`config.mk`:
```
export PLATFORM = sky130hd
export DESIGN_NAME = irq_hub
export DESIGN_NICKNAME = d
export VERILOG_FILES = /design/src/rtl/irq_hub_pkg.sv /design/src/rtl/irq_hub_ctrl.sv /design/src/rtl/irq_hub_flags.sv /design/src/rtl/irq_hub_rdmux.sv /design/src/rtl/irq_hub.sv
export SDC_FILE = /design/constraint.sdc
export NUM_CORES = 1
export LEC_CHECK = 0
export ABC_AREA = 1
export CAP_MARGIN = 20
export CORE_MARGIN = 3
export CORE_UTILIZATION = 42
export CTS_BUF_LIST = sky130_fd_sc_hd__clkbuf_4 sky130_fd_sc_hd__clkbuf_8
export CTS_CLUSTER_SIZE = 10
export DETAILED_ROUTE_END_ITERATION = 10
export PLACE_DENSITY = 0.87
export SLEW_MARGIN = 20
export SYNTH_ARGS = -nofsm -noshare
export SYNTH_HDL_FRONTEND = slang
export SYNTH_SLANG_ARGS = --single-unit
```
`constraint.sdc`:
```
create_clock -name clk -period 2.04 [get_ports clk]
set_input_delay 0.408 -clock clk [delete_from_list [all_inputs] [get_ports clk]]
set_output_delay 0.408 -clock clk [all_outputs]
set_load 0.02 [all_outputs]
```
`src/rtl/irq_hub_pkg.sv`:
```
package irq_hub_pkg;

   // Register slots selected by address bits [3:2]
   typedef enum logic [1:0] {
      SLOT_CTRL = 2'd0,
      SLOT_REV  = 2'd1,
      SLOT_PEND = 2'd2,
      SLOT_EN   = 2'd3
   } slot_e;

   // Paired set/clear update: a lone set or a lone clear acts, both together hold
   function automatic logic sc_next(input logic cur, input logic set_b, input logic clr_b);
      logic nxt;
      if (set_b && !clr_b)
         nxt = 1'b1;
      else if (clr_b && !set_b)
         nxt = 1'b0;
      else
         nxt = cur;
      return nxt;
   endfunction

endpackage

```
`src/rtl/irq_hub_ctrl.sv`:
```
module irq_hub_ctrl
   import irq_hub_pkg::*;
#(
   parameter int DATA_W = 32,
   parameter int LEN_W  = 7
) (
   input  logic              clk,
   input  logic              rst_n,
   input  logic              wr_en,
   input  logic [DATA_W-1:0] wdata,
   output logic [DATA_W-1:0] ctrl_word,
   output logic              ack_pulse
);

   // Write command positions, stacked directly above the length field
   localparam int W_INIT_CLR = LEN_W;
   localparam int W_INIT_SET = LEN_W + 1;
   localparam int W_TEST_CLR = LEN_W + 2;
   localparam int W_TEST_SET = LEN_W + 3;
   localparam int W_ACK      = LEN_W + 4;
   localparam int W_ACC_CLR  = LEN_W + 5;
   localparam int W_ACC_SET  = LEN_W + 6;
   localparam int USED_W     = LEN_W + 7;

   // Read layout: {acc, test, init, len} packed from bit 0 upward
   typedef struct packed {
      logic             acc;
      logic             test;
      logic             init;
      logic [LEN_W-1:0] len;
   } ctrl_t;

   ctrl_t ctrl_q;

   always_ff @(posedge clk) begin
      if (!rst_n) begin
         ctrl_q <= '0;
      end else if (wr_en) begin
         ctrl_q.acc  <= sc_next(ctrl_q.acc,  wdata[W_ACC_SET],  wdata[W_ACC_CLR]);
         ctrl_q.test <= sc_next(ctrl_q.test, wdata[W_TEST_SET], wdata[W_TEST_CLR]);
         ctrl_q.init <= sc_next(ctrl_q.init, wdata[W_INIT_SET], wdata[W_INIT_CLR]);
         ctrl_q.len  <= wdata[LEN_W-1:0];
      end
   end

   assign ctrl_word = DATA_W'(ctrl_q);
   assign ack_pulse = wr_en & wdata[W_ACK];

   generate
      if (DATA_W > USED_W) begin : g_spare
         logic spare_unused;
         assign spare_unused = ^wdata[DATA_W-1:USED_W];
      end
   endgenerate

endmodule

```
`src/rtl/irq_hub_flags.sv`:
```
module irq_hub_flags
   import irq_hub_pkg::*;
#(
   parameter int DATA_W  = 32,
   parameter int NUM_SRC = 6,
   parameter int ACK_SRC = 5
) (
   input  logic               clk,
   input  logic               rst_n,
   input  logic               en_wr,
   input  logic [DATA_W-1:0]  wdata,
   input  logic [NUM_SRC-1:0] raise,
   input  logic [NUM_SRC-2:0] pin_clr,
   input  logic               ack,
   output logic [NUM_SRC-1:0] pend_q,
   output logic [NUM_SRC-1:0] en_q,
   output logic               irq
);

   localparam int CMD_W = 2 * NUM_SRC;

   logic [NUM_SRC-1:0] pend_d;
   logic [NUM_SRC-1:0] en_d;

   for (genvar k = 0; k < NUM_SRC; k++) begin : g_src
      logic drop;
      // The source picked by ACK_SRC is acknowledged by a control write,
      // the others by their own pins, packed without a gap
      if (k == ACK_SRC) begin : g_by_write
         assign drop = ack;
      end else if (k < ACK_SRC) begin : g_pin_lo
         assign drop = pin_clr[k];
      end else begin : g_pin_hi
         assign drop = pin_clr[k-1];
      end

      assign pend_d[k] = raise[k] ? 1'b1 : (drop ? 1'b0 : pend_q[k]);
      assign en_d[k]   = en_wr ? sc_next(en_q[k], wdata[2*k+1], wdata[2*k]) : en_q[k];
   end

   always_ff @(posedge clk) begin
      if (!rst_n) begin
         pend_q <= '0;
         en_q   <= '0;
      end else begin
         pend_q <= pend_d;
         en_q   <= en_d;
      end
   end

   assign irq = |(pend_q & en_q);

   generate
      if (DATA_W > CMD_W) begin : g_spare
         logic spare_unused;
         assign spare_unused = ^wdata[DATA_W-1:CMD_W];
      end
   endgenerate

endmodule

```
`src/rtl/irq_hub_rdmux.sv`:
```
module irq_hub_rdmux
   import irq_hub_pkg::*;
#(
   parameter int              DATA_W  = 32,
   parameter int              SLOT_W  = 3,
   parameter int              NUM_SRC = 6,
   parameter logic [DATA_W-1:0] VERSION = '0
) (
   input  logic [SLOT_W-1:0]  slot,
   input  logic [DATA_W-1:0]  ctrl_word,
   input  logic [NUM_SRC-1:0] pend,
   input  logic [NUM_SRC-1:0] en,
   output logic [DATA_W-1:0]  rdata
);

   logic mapped;

   generate
      if (SLOT_W > 2) begin : g_wide
         assign mapped = (slot[SLOT_W-1:2] == '0);
      end else begin : g_exact
         assign mapped = 1'b1;
      end
   endgenerate

   always_comb begin
      rdata = '0;
      if (mapped) begin
         unique case (slot_e'(slot[1:0]))
            SLOT_CTRL: rdata = ctrl_word;
            SLOT_REV:  rdata = VERSION;
            SLOT_PEND: rdata = DATA_W'(pend);
            SLOT_EN:   rdata = DATA_W'(en);
            default:   rdata = '0;
         endcase
      end
   end

endmodule

```
`src/rtl/irq_hub.sv`:
```
module irq_hub
   import irq_hub_pkg::*;
#(
   parameter int                DATA_W  = 32,
   parameter int                ADDR_W  = 5,
   parameter int                NUM_SRC = 6,
   parameter int                LEN_W   = 7,
   parameter int                ACK_SRC = 5,
   parameter logic [DATA_W-1:0] VERSION = 32'h0202_0102
) (
   input  logic               clk,
   input  logic               rst_n,
   input  logic [ADDR_W-1:0]  bus_addr,
   input  logic               bus_we,
   input  logic [DATA_W-1:0]  bus_wdata,
   output logic [DATA_W-1:0]  bus_rdata,
   input  logic [NUM_SRC-1:0] src_raise,
   input  logic [NUM_SRC-2:0] src_clear,
   output logic               cpu_irq
);

   localparam int SLOT_W = ADDR_W - 2;

   generate
      if (ADDR_W < 4) begin : g_chk_addr
         $error("irq_hub: ADDR_W must cover four word slots");
      end
      if (NUM_SRC < 2 || 2 * NUM_SRC > DATA_W) begin : g_chk_src
         $error("irq_hub: NUM_SRC set/clear pairs do not fit the data word");
      end
      if (LEN_W + 7 > DATA_W) begin : g_chk_len
         $error("irq_hub: control command bits do not fit the data word");
      end
      if (ACK_SRC < 0 || ACK_SRC >= NUM_SRC) begin : g_chk_ack
         $error("irq_hub: ACK_SRC out of range");
      end
   endgenerate

   logic [SLOT_W-1:0]  slot;
   logic               ctrl_wr;
   logic               en_wr;
   logic               ack_pulse;
   logic [DATA_W-1:0]  ctrl_word;
   logic [NUM_SRC-1:0] pend_q;
   logic [NUM_SRC-1:0] mask_q;
   logic               lane_unused;

   assign slot        = bus_addr[ADDR_W-1:2];
   assign lane_unused = ^bus_addr[1:0];
   assign ctrl_wr     = bus_we && (slot == SLOT_W'(SLOT_CTRL));
   assign en_wr       = bus_we && (slot == SLOT_W'(SLOT_EN));

   irq_hub_ctrl #(
      .DATA_W (DATA_W),
      .LEN_W  (LEN_W)
   ) u_ctrl (
      .clk       (clk),
      .rst_n     (rst_n),
      .wr_en     (ctrl_wr),
      .wdata     (bus_wdata),
      .ctrl_word (ctrl_word),
      .ack_pulse (ack_pulse)
   );

   irq_hub_flags #(
      .DATA_W  (DATA_W),
      .NUM_SRC (NUM_SRC),
      .ACK_SRC (ACK_SRC)
   ) u_flags (
      .clk     (clk),
      .rst_n   (rst_n),
      .en_wr   (en_wr),
      .wdata   (bus_wdata),
      .raise   (src_raise),
      .pin_clr (src_clear),
      .ack     (ack_pulse),
      .pend_q  (pend_q),
      .en_q    (mask_q),
      .irq     (cpu_irq)
   );

   irq_hub_rdmux #(
      .DATA_W  (DATA_W),
      .SLOT_W  (SLOT_W),
      .NUM_SRC (NUM_SRC),
      .VERSION (VERSION)
   ) u_rdmux (
      .slot      (slot),
      .ctrl_word (ctrl_word),
      .pend      (pend_q),
      .en        (mask_q),
      .rdata     (bus_rdata)
   );

endmodule

```
==> results of run 1 <==
registers in the layout, indices dropped and copies added, names as in the netlist:
register,cells
u_flags.en_q,6
u_ctrl.ctrl_word,10
u_flags.pend_q,6
power by group:
part / internal [mW] / switching, mW / leakage [nW]
clock network: 0.109 / 0.132 / 0.0210
registers: 0.447 / 0.0121 / 0.180
logic: 0.107 / 0.135 / 0.880
total: 0.663 / 0.279 / 1.08
layout by cell type, fill, tap and decap left out:
cell and count:
sky130_fd_sc_hd__dlygate4sd2_1 9, sky130_fd_sc_hd__inv_2 2, sky130_fd_sc_hd__nor2_1 35, sky130_fd_sc_hd__dfxtp_1 22, sky130_fd_sc_hd__buf_12 1, sky130_fd_sc_hd__nor2_4 1, sky130_fd_sc_hd__a21oi_1 7, sky130_fd_sc_hd__clkbuf_2 5
sky130_fd_sc_hd__nand3_1 12, sky130_fd_sc_hd__nor3_1 1, sky130_fd_sc_hd__clkbuf_4 3, sky130_fd_sc_hd__nor2_2 2, sky130_fd_sc_hd__clkdlybuf4s50_1 27, sky130_fd_sc_hd__buf_4 9, sky130_fd_sc_hd__nand2_1 46, sky130_fd_sc_hd__dlymetal6s2s_1 1
sky130_fd_sc_hd__nand2_2 6, sky130_fd_sc_hd__o21ai_0 8, sky130_fd_sc_hd__clkbuf_8 1, sky130_fd_sc_hd__ha_1 9, sky130_fd_sc_hd__inv_1 55, sky130_fd_sc_hd__a31oi_1 1, sky130_fd_sc_hd__clkdlybuf4s15_2 1, sky130_fd_sc_hd__nand4_1 1
sky130_fd_sc_hd__a211oi_1 1, sky130_fd_sc_hd__conb_1 20, sky130_fd_sc_hd__o211ai_1 4
kinds of logic after synthesis:
logic type | share of synthesized area
buffers and inverters | 0.262
other | 0.00249
AND/OR/NAND/NOR | 0.289
adder cells (fa/ha/maj) | 0.0749
flip-flops | 0.293
AO/OA/AOI/OAI | 0.0790
cells in the mapped netlist (all sizes together):
cell and count:
ha 9, conb 1, nor2 38, nand3 12, a211oi 1, o211ai 4
a31oi 1, clkbuf 1, buf 23, a21oi 7, nor3 1, o21ai 8
inv 57, dfxtp 22, nand4 1, nand2 52
final cells by class:
type / count / area (µm²) / share of cell area
clock buffer: 4 / 36.3 / 0.0184
inverter: 57 / 214 / 0.108
multi-input combinational: 154 / 743 / 0.376
sequential: 22 / 440 / 0.223
tap: 46 / 57.6 / 0.0291
timing repair buffer: 53 / 485 / 0.246
final timing paths:
check / from / slack (ns) / end
min reg2reg: u_ctrl.ctrl_word[6] / 0.50 / u_ctrl.ctrl_word[6]
min: u_ctrl.ctrl_word[6] / 0.50 / u_ctrl.ctrl_word[6]
max: bus_addr[3] / 0.13 / bus_rdata[5]
max reg2reg: u_flags.pend_q[3] / 1.36 / u_flags.pend_q[3]
routing by layer:
layer,track usage,share of wire,vias up,routed length [µm]
met2,0.297,0.51,38,1700
met1,0.183,0.43,655,1430
met5,0,0,-,0
li1,-,-,774,-
met3,0.0238,0.056,2,188
met4,0.0389,0.0045,0,15
critical path, cell delays in order:
cell                              delay, ns
sky130_fd_sc_hd__dlygate4sd2_1         0.28
sky130_fd_sc_hd__inv_1                 0.07
sky130_fd_sc_hd__nor2_1                0.09
sky130_fd_sc_hd__buf_4                 0.15
sky130_fd_sc_hd__nand2_1               0.05
sky130_fd_sc_hd__o211ai_1              0.07
sky130_fd_sc_hd__nand2_1               0.07
sky130_fd_sc_hd__inv_1                 0.05
sky130_fd_sc_hd__clkdlybuf4s15_2       0.25
timing repair:
| action | CTS | global route |
|---|---|---|
| endpoints found under the setup margin | 12 | 7 |
| pin swaps | 0 | 0 |
| gates cloned | 0 | 0 |
| hold buffers | 0 | 0 |
| gates resized for setup | 17 | 13 |
==> parameters.txt, run 1 <==
Parameter                              Value

Power
  Standby leakage power ... 1.08 nW
  Power Density ... 476 nW/µm²
  Post-layout power ... 0.941 mW
  VDD IR-drop max ... 0.000199 V

Logic synthesis
  Largest area contributor in the synthesized netlist ... sky130_fd_sc_hd__dfxtp_1
  Number of flip-flops and latches in the synthesized netlist ... 22
  Area contributors post-synth ... sky130_fd_sc_hd__dfxtp_1, sky130_fd_sc_hd__inv_1, sky130_fd_sc_hd__nand2_1
  Cells after Synth ... 238
  Number of distinct library cells after synthesis ... 21
  Syn_area_per_cell ... 6.32 µm²
  Fraction of synthesized cell area taken by the top area cell type ... 0.293
  Seq/Total Area, Yosys ... 0.293
  Cell area after synthesis ... 1500 µm²
  Yosys synthesis warning count ... 0

Timing
  Post-route setup TNS ... 0 ns
  Number of setup violations in the final report ... 0
  Post-Route Hold Slack ... 0.500 ns
  Worst setup slack after layout ... 0.134 ns
  Tcrit/Tclk final ... 0.934
  Period minus WS final ... 1.91 ns
  Worst clock skew ... 0 ns
  Setup repair after global routing missed its margin ... false
  Final Hold Violating Endpoints ... 0
  Max-slew violation count ... 0
  Max Clock Freq ... 0.525 GHz

Placed design
  # port buffers ... 43
  Placer Congestion ... 0.856
  Post-placement setup slack ... -0.490 ns
  Post-place instance area ... 1970 µm²
  Post-detailed-placement half-perimeter wirelength ... 2.80 mm
  Cells after DPL ... 332

Clock tree
  Maximum level of the CTS H-tree ... 1
  Root Buffer Master ... sky130_fd_sc_hd__clkbuf_4
  Clock tree from TritonCTS ... yes
  Post-CTS setup buffer count ... 0
  Clock-pin slew on the worst setup and hold paths ... 0.12 ns
  Worst skew pair latency ... 0.30 ns
  TritonCTS Buffers ... 3
  Clock Path Buffers ... 2
  TritonCTS sink count ... 22

Global route
  Grt total ovfl ... 0
  Vias in the first global route ... 1343
  Antenna violations before repair ... 0
  First-pass GRT wire length ... 5.46 mm
  Pin count of the biggest net entering global routing ... 15
  Global Route Usage Sum ... 0.157

Setup path
  Crit Path Class ... in2out
  Nature of the critical path endpoint ... primary output
  Setup crit start kind ... input pin
  CP Data Arrival Time ... 1.50 ns
  Depth of the worst register-to-register path ... 2
  Required time of the critical path ... 1.63 ns
  Maximum fanout along the worst path ... 6

Drt
  Via count ... 1469
  Antenna viol nets, final ... 0
  Drt pass-1 iters ... 4
  Total routed wirelength ... 3.34 mm
  Routed wire length per instance ... 9.93 µm
  Remaining design rule violation count ... 0
  Via-to-Cell Ratio ... 4.37
  DRT iter0 DRCs ... 73

Final layout
  Final-stage net count ... 351
  Core occupancy in the finished layout ... 0.583
  Non-filler instance count after layout ... 336
  Relative area change from synthesis to final layout ... 31.4%
  Fraction of layout cells with a size suffix above 1 ... 0.107
  Post-layout instance area ... 1980 µm²
  Antenna Cells ... 0
  Fill cell count ... 335

Floorplanning
  Overall die height ... 65.8 µm
  Number of placed I/O pins ... 84
  Die outline area ... 4330 µm²
  Effective utilization at floorplan ... 0.444
  Die Width ... 65.8 µm
  FP Rows ... 21
  Area inside the core boundary ... 3390 µm²

Run
  Count of maximum capacitance violations ... 0

Run status
  Status ... finished, final reports clean

Worst hold path
  Worst hold path type ... reg2reg
  Worst hold stages ... 2
No activity file was read; power rests on OpenSTA's default activity.
==> run 2, diff against run 1 <==
==> constraint.sdc (replaced) <==
create_clock -name clk -period 2.04 [get_ports clk]
set_input_delay 0.612 -clock clk [delete_from_list [all_inputs] [get_ports clk]]
set_output_delay 0.612 -clock clk [all_outputs]
set_load 0.02 [all_outputs]
==> run 2 against run 1 <==
  * Die area unchanged
  * Fmax decreased by 4.0%
  * Cell area rose by 4.7%
  * Sequential cell count did not move
  * Largest cell class unchanged
  * First-iteration DRC count rose by 2.7%
  * Highest routed layer unchanged
  * Clock power is 40% higher
  * Sequential share of layout area fell by 1.0 points
  * Clock-buffer cell count is 1 lower
  * Critical endpoint unchanged
  * Utilization is 2.8 points higher
  * Setup slack got worse by 0.078 ns
  * Largest power group unchanged
  * Clock skew unchanged
  * Sequential power is essentially flat
==> parameters.txt, run 2 (synthesis results as in run 1) <==
Parameter                              Value

Timing
  Number of setup violations in the final report ... 0 (unchanged)
  Max-slew violation count ... 0 (unchanged)
  Period minus WS final ... 1.98 ns (+0.0784 ns)
  Final Hold Violating Endpoints ... 0 (unchanged)
  Max Clock Freq ... 0.504 GHz (-4.0%)
  Post-Route Hold Slack ... 0.495 ns (-0.00439 ns)
  Tcrit/Tclk final ... 0.973 (+0.0384)
  Worst clock skew ... 0 ns (unchanged)
  Setup repair after global routing missed its margin ... true

Clock tree
  Root Buffer Master ... sky130_fd_sc_hd__clkbuf_4
  Maximum level of the CTS H-tree ... 1 (unchanged)
  TritonCTS sink count ... 22 (unchanged)
  Hold buffer count at CTS ... 0 (unchanged)
  Worst skew pair latency ... 0.32 ns (+0.02 ns)
  TritonCTS Buffers ... 3 (unchanged)
  Clock-pin slew on the worst setup and hold paths ... 0.12 ns (about the same)
  Clock Path Buffers ... 2 (unchanged)
  Clock tree from TritonCTS ... yes

Power
  Standby leakage power ... 1.09 nW (+0.60%)
  Power Density ... 511 nW/µm² (+7.4%)
  VDD IR-drop max ... 0.000219 V (+10%)

Final layout
  Relative area change from synthesis to final layout ... 37.7%
  Post-layout instance area ... 2070 µm² (+4.7%)
  Non-filler instance count after layout ... 340 (+1.2%)
  Antenna Cells ... 0 (unchanged)
  Reg area ... 440 µm² (unchanged)
  Fraction of layout cells with a size suffix above 1 ... 0.170 (+0.0632)
  Most common cell after layout, fill and taps aside ... sky130_fd_sc_hd__inv_1
  Flip-flop count of the largest register, all copies and words added ... 10 (unchanged)
  Final-stage net count ... 355 (+1.1%)
  Multi-input combinational cell area ... 768 µm² (+3.4%)
  Fill cell count ... 312 (-6.9%)
  Most used cells in the layout excluding fill and tap cells ... sky130_fd_sc_hd__inv_1, sky130_fd_sc_hd__nand2_1, sky130_fd_sc_hd__nor2_1, sky130_fd_sc_hd__clkdlybuf4s50_1, sky130_fd_sc_hd__dfxtp_1

Setup path
  Setup crit start kind ... input pin
  Endpoint of the worst-slack reg-to-reg timing path ... u_flags.en_q[3]
  Maximum fanout along the worst path ... 6 (unchanged)
  Required time of the critical path ... 1.43 ns (-0.20 ns)
  Depth of the worst register-to-register path ... 4 (+2)
  Crit Path Class ... in2out
  Nature of the critical path endpoint ... primary output
  CP Data Arrival Time ... 1.37 ns (-0.13 ns)
  Register-to-register setup slack ... 1.36 ns (about the same)
  Source of the worst register-to-register timing path ... u_flags.en_q[3]

Drt
  Total routed wirelength ... 3.58 mm (+7.2%)
  Via-to-Cell Ratio ... 4.42 (+1.1%)
  DRT iter0 DRCs ... 75 (+2.7%)
  Remaining design rule violation count ... 0 (unchanged)
  Drt pass-1 iters ... 4 (unchanged)
  Antenna viol nets, final ... 0 (unchanged)
  Routed wire length per instance ... 10.5 µm (+5.9%)
  Via count ... 1503 (+2.3%)

Floorplanning
  Number of placed I/O pins ... 84 (unchanged)
  Die outline area ... 4330 µm² (unchanged)
  Effective utilization at floorplan ... 0.444 (unchanged)
  Area inside the core boundary ... 3390 µm² (unchanged)
  Die Width ... 65.8 µm (unchanged)
  FP Rows ... 21 (unchanged)
  Overall die height ... 65.8 µm (unchanged)

Placed design
  Cells after DPL ... 335 (+0.90%)
  Post-place instance area ... 1990 µm² (+1.1%)
  Post-detailed-placement half-perimeter wirelength ... 2.92 mm (+4.5%)
  # port buffers ... 43 (unchanged)
  Placer Congestion ... 0.857 (about the same)

Global route
  Pin count of the biggest net entering global routing ... 15 (unchanged)
  First-pass GRT wire length ... 5.85 mm (+7.2%)
  Antenna violations before repair ... 0 (unchanged)
  Grt total ovfl ... 0 (unchanged)
  Global Route Usage Sum ... 0.173 (+0.0159)
  Vias in the first global route ... 1420 (+5.7%)

Worst hold path
  Endpoint of the worst hold path ... u_ctrl.ctrl_word[6]
  Worst hold stages ... 2 (unchanged)
  Origin of the worst min-delay path ... u_ctrl.ctrl_word[6]
  Worst hold path type ... reg2reg

Run
  Count of maximum capacitance violations ... 0 (unchanged)

Run status
  Status ... finished, final reports clean
==> run 2: critical path: stages <==
cell and delay [ns]:
sky130_fd_sc_hd__buf_6 0.12, sky130_fd_sc_hd__nor2_4 0.11, sky130_fd_sc_hd__buf_6 0.13, sky130_fd_sc_hd__nand2_1 0.06, sky130_fd_sc_hd__o211ai_1 0.08, sky130_fd_sc_hd__nand2_1 0.07, sky130_fd_sc_hd__inv_1 0.06, sky130_fd_sc_hd__buf_4 0.13
==> run 2: repair_timing <==
action / CTS / global route
pin swaps: 3 / 7
endpoints found under the setup margin: 13 / 13
gates resized for setup: 71 / 14
gates cloned: 0 / 0
hold endpoints to repair: 0 / 0
setup buffers: 0 / 1
==> run 2: report_power, final <==
part,switching [mW],internal [mW],leakage (nW)
Combinational,0.143,0.119,0.879
Clock,0.138,0.199,0.0279
Sequential,0.0128,0.447,0.180
==> run 2: layout make-up <==
cell class	count	share of cell area
Clock buffer	3	0.0109
Clock inverter	1	0.0145
Inverter	57	0.103
Multi-Input combinational cell	154	0.371
Sequential cell	22	0.213
Tap cell	46	0.0278
Timing Repair Buffer	57	0.260
==> run 2: per-layer routing <==
metal	GRT usage	routed length (µm)	up-vias
li1	-	-	782
met4	0.0725	81	0
met2	0.320	1820	43
met1	0.191	1450	669
met5	0	0	-
met3	0.0323	224	9
==> run 2: how the worst max path moves through the flow <==
stage               endpoint  slack, ns         from  cells past startpoint
3_3_place_gp    bus_rdata[2]      -0.88  bus_addr[2]                      6
4_1_cts         bus_rdata[2]      0.007  bus_addr[3]                      7
3_5_place_dp    bus_rdata[3]      -0.92  bus_addr[3]                      9
2_1_floorplan  bus_rdata[25]       0.01  bus_addr[3]                      2
6_report        bus_rdata[5]       0.06  bus_addr[2]                      8
5_1_grt         bus_rdata[0]     -0.006  bus_addr[3]                      9
==> run 2: metrics by stage <==
step,worst slack (ns),power [mW],setup TNS (ns),util
2_1_floorplan,0.0107,0.628,0,-
3_3_place_gp,-0.884,0.714,-9.72,0.588
3_5_place_dp,-0.924,0.722,-10.26,0.588
4_1_cts,0.00657,1.05,0,0.600
5_1_grt,-0.00619,1.11,-0.00619,0.611
6_report,0.0554,1.06,0,0.611
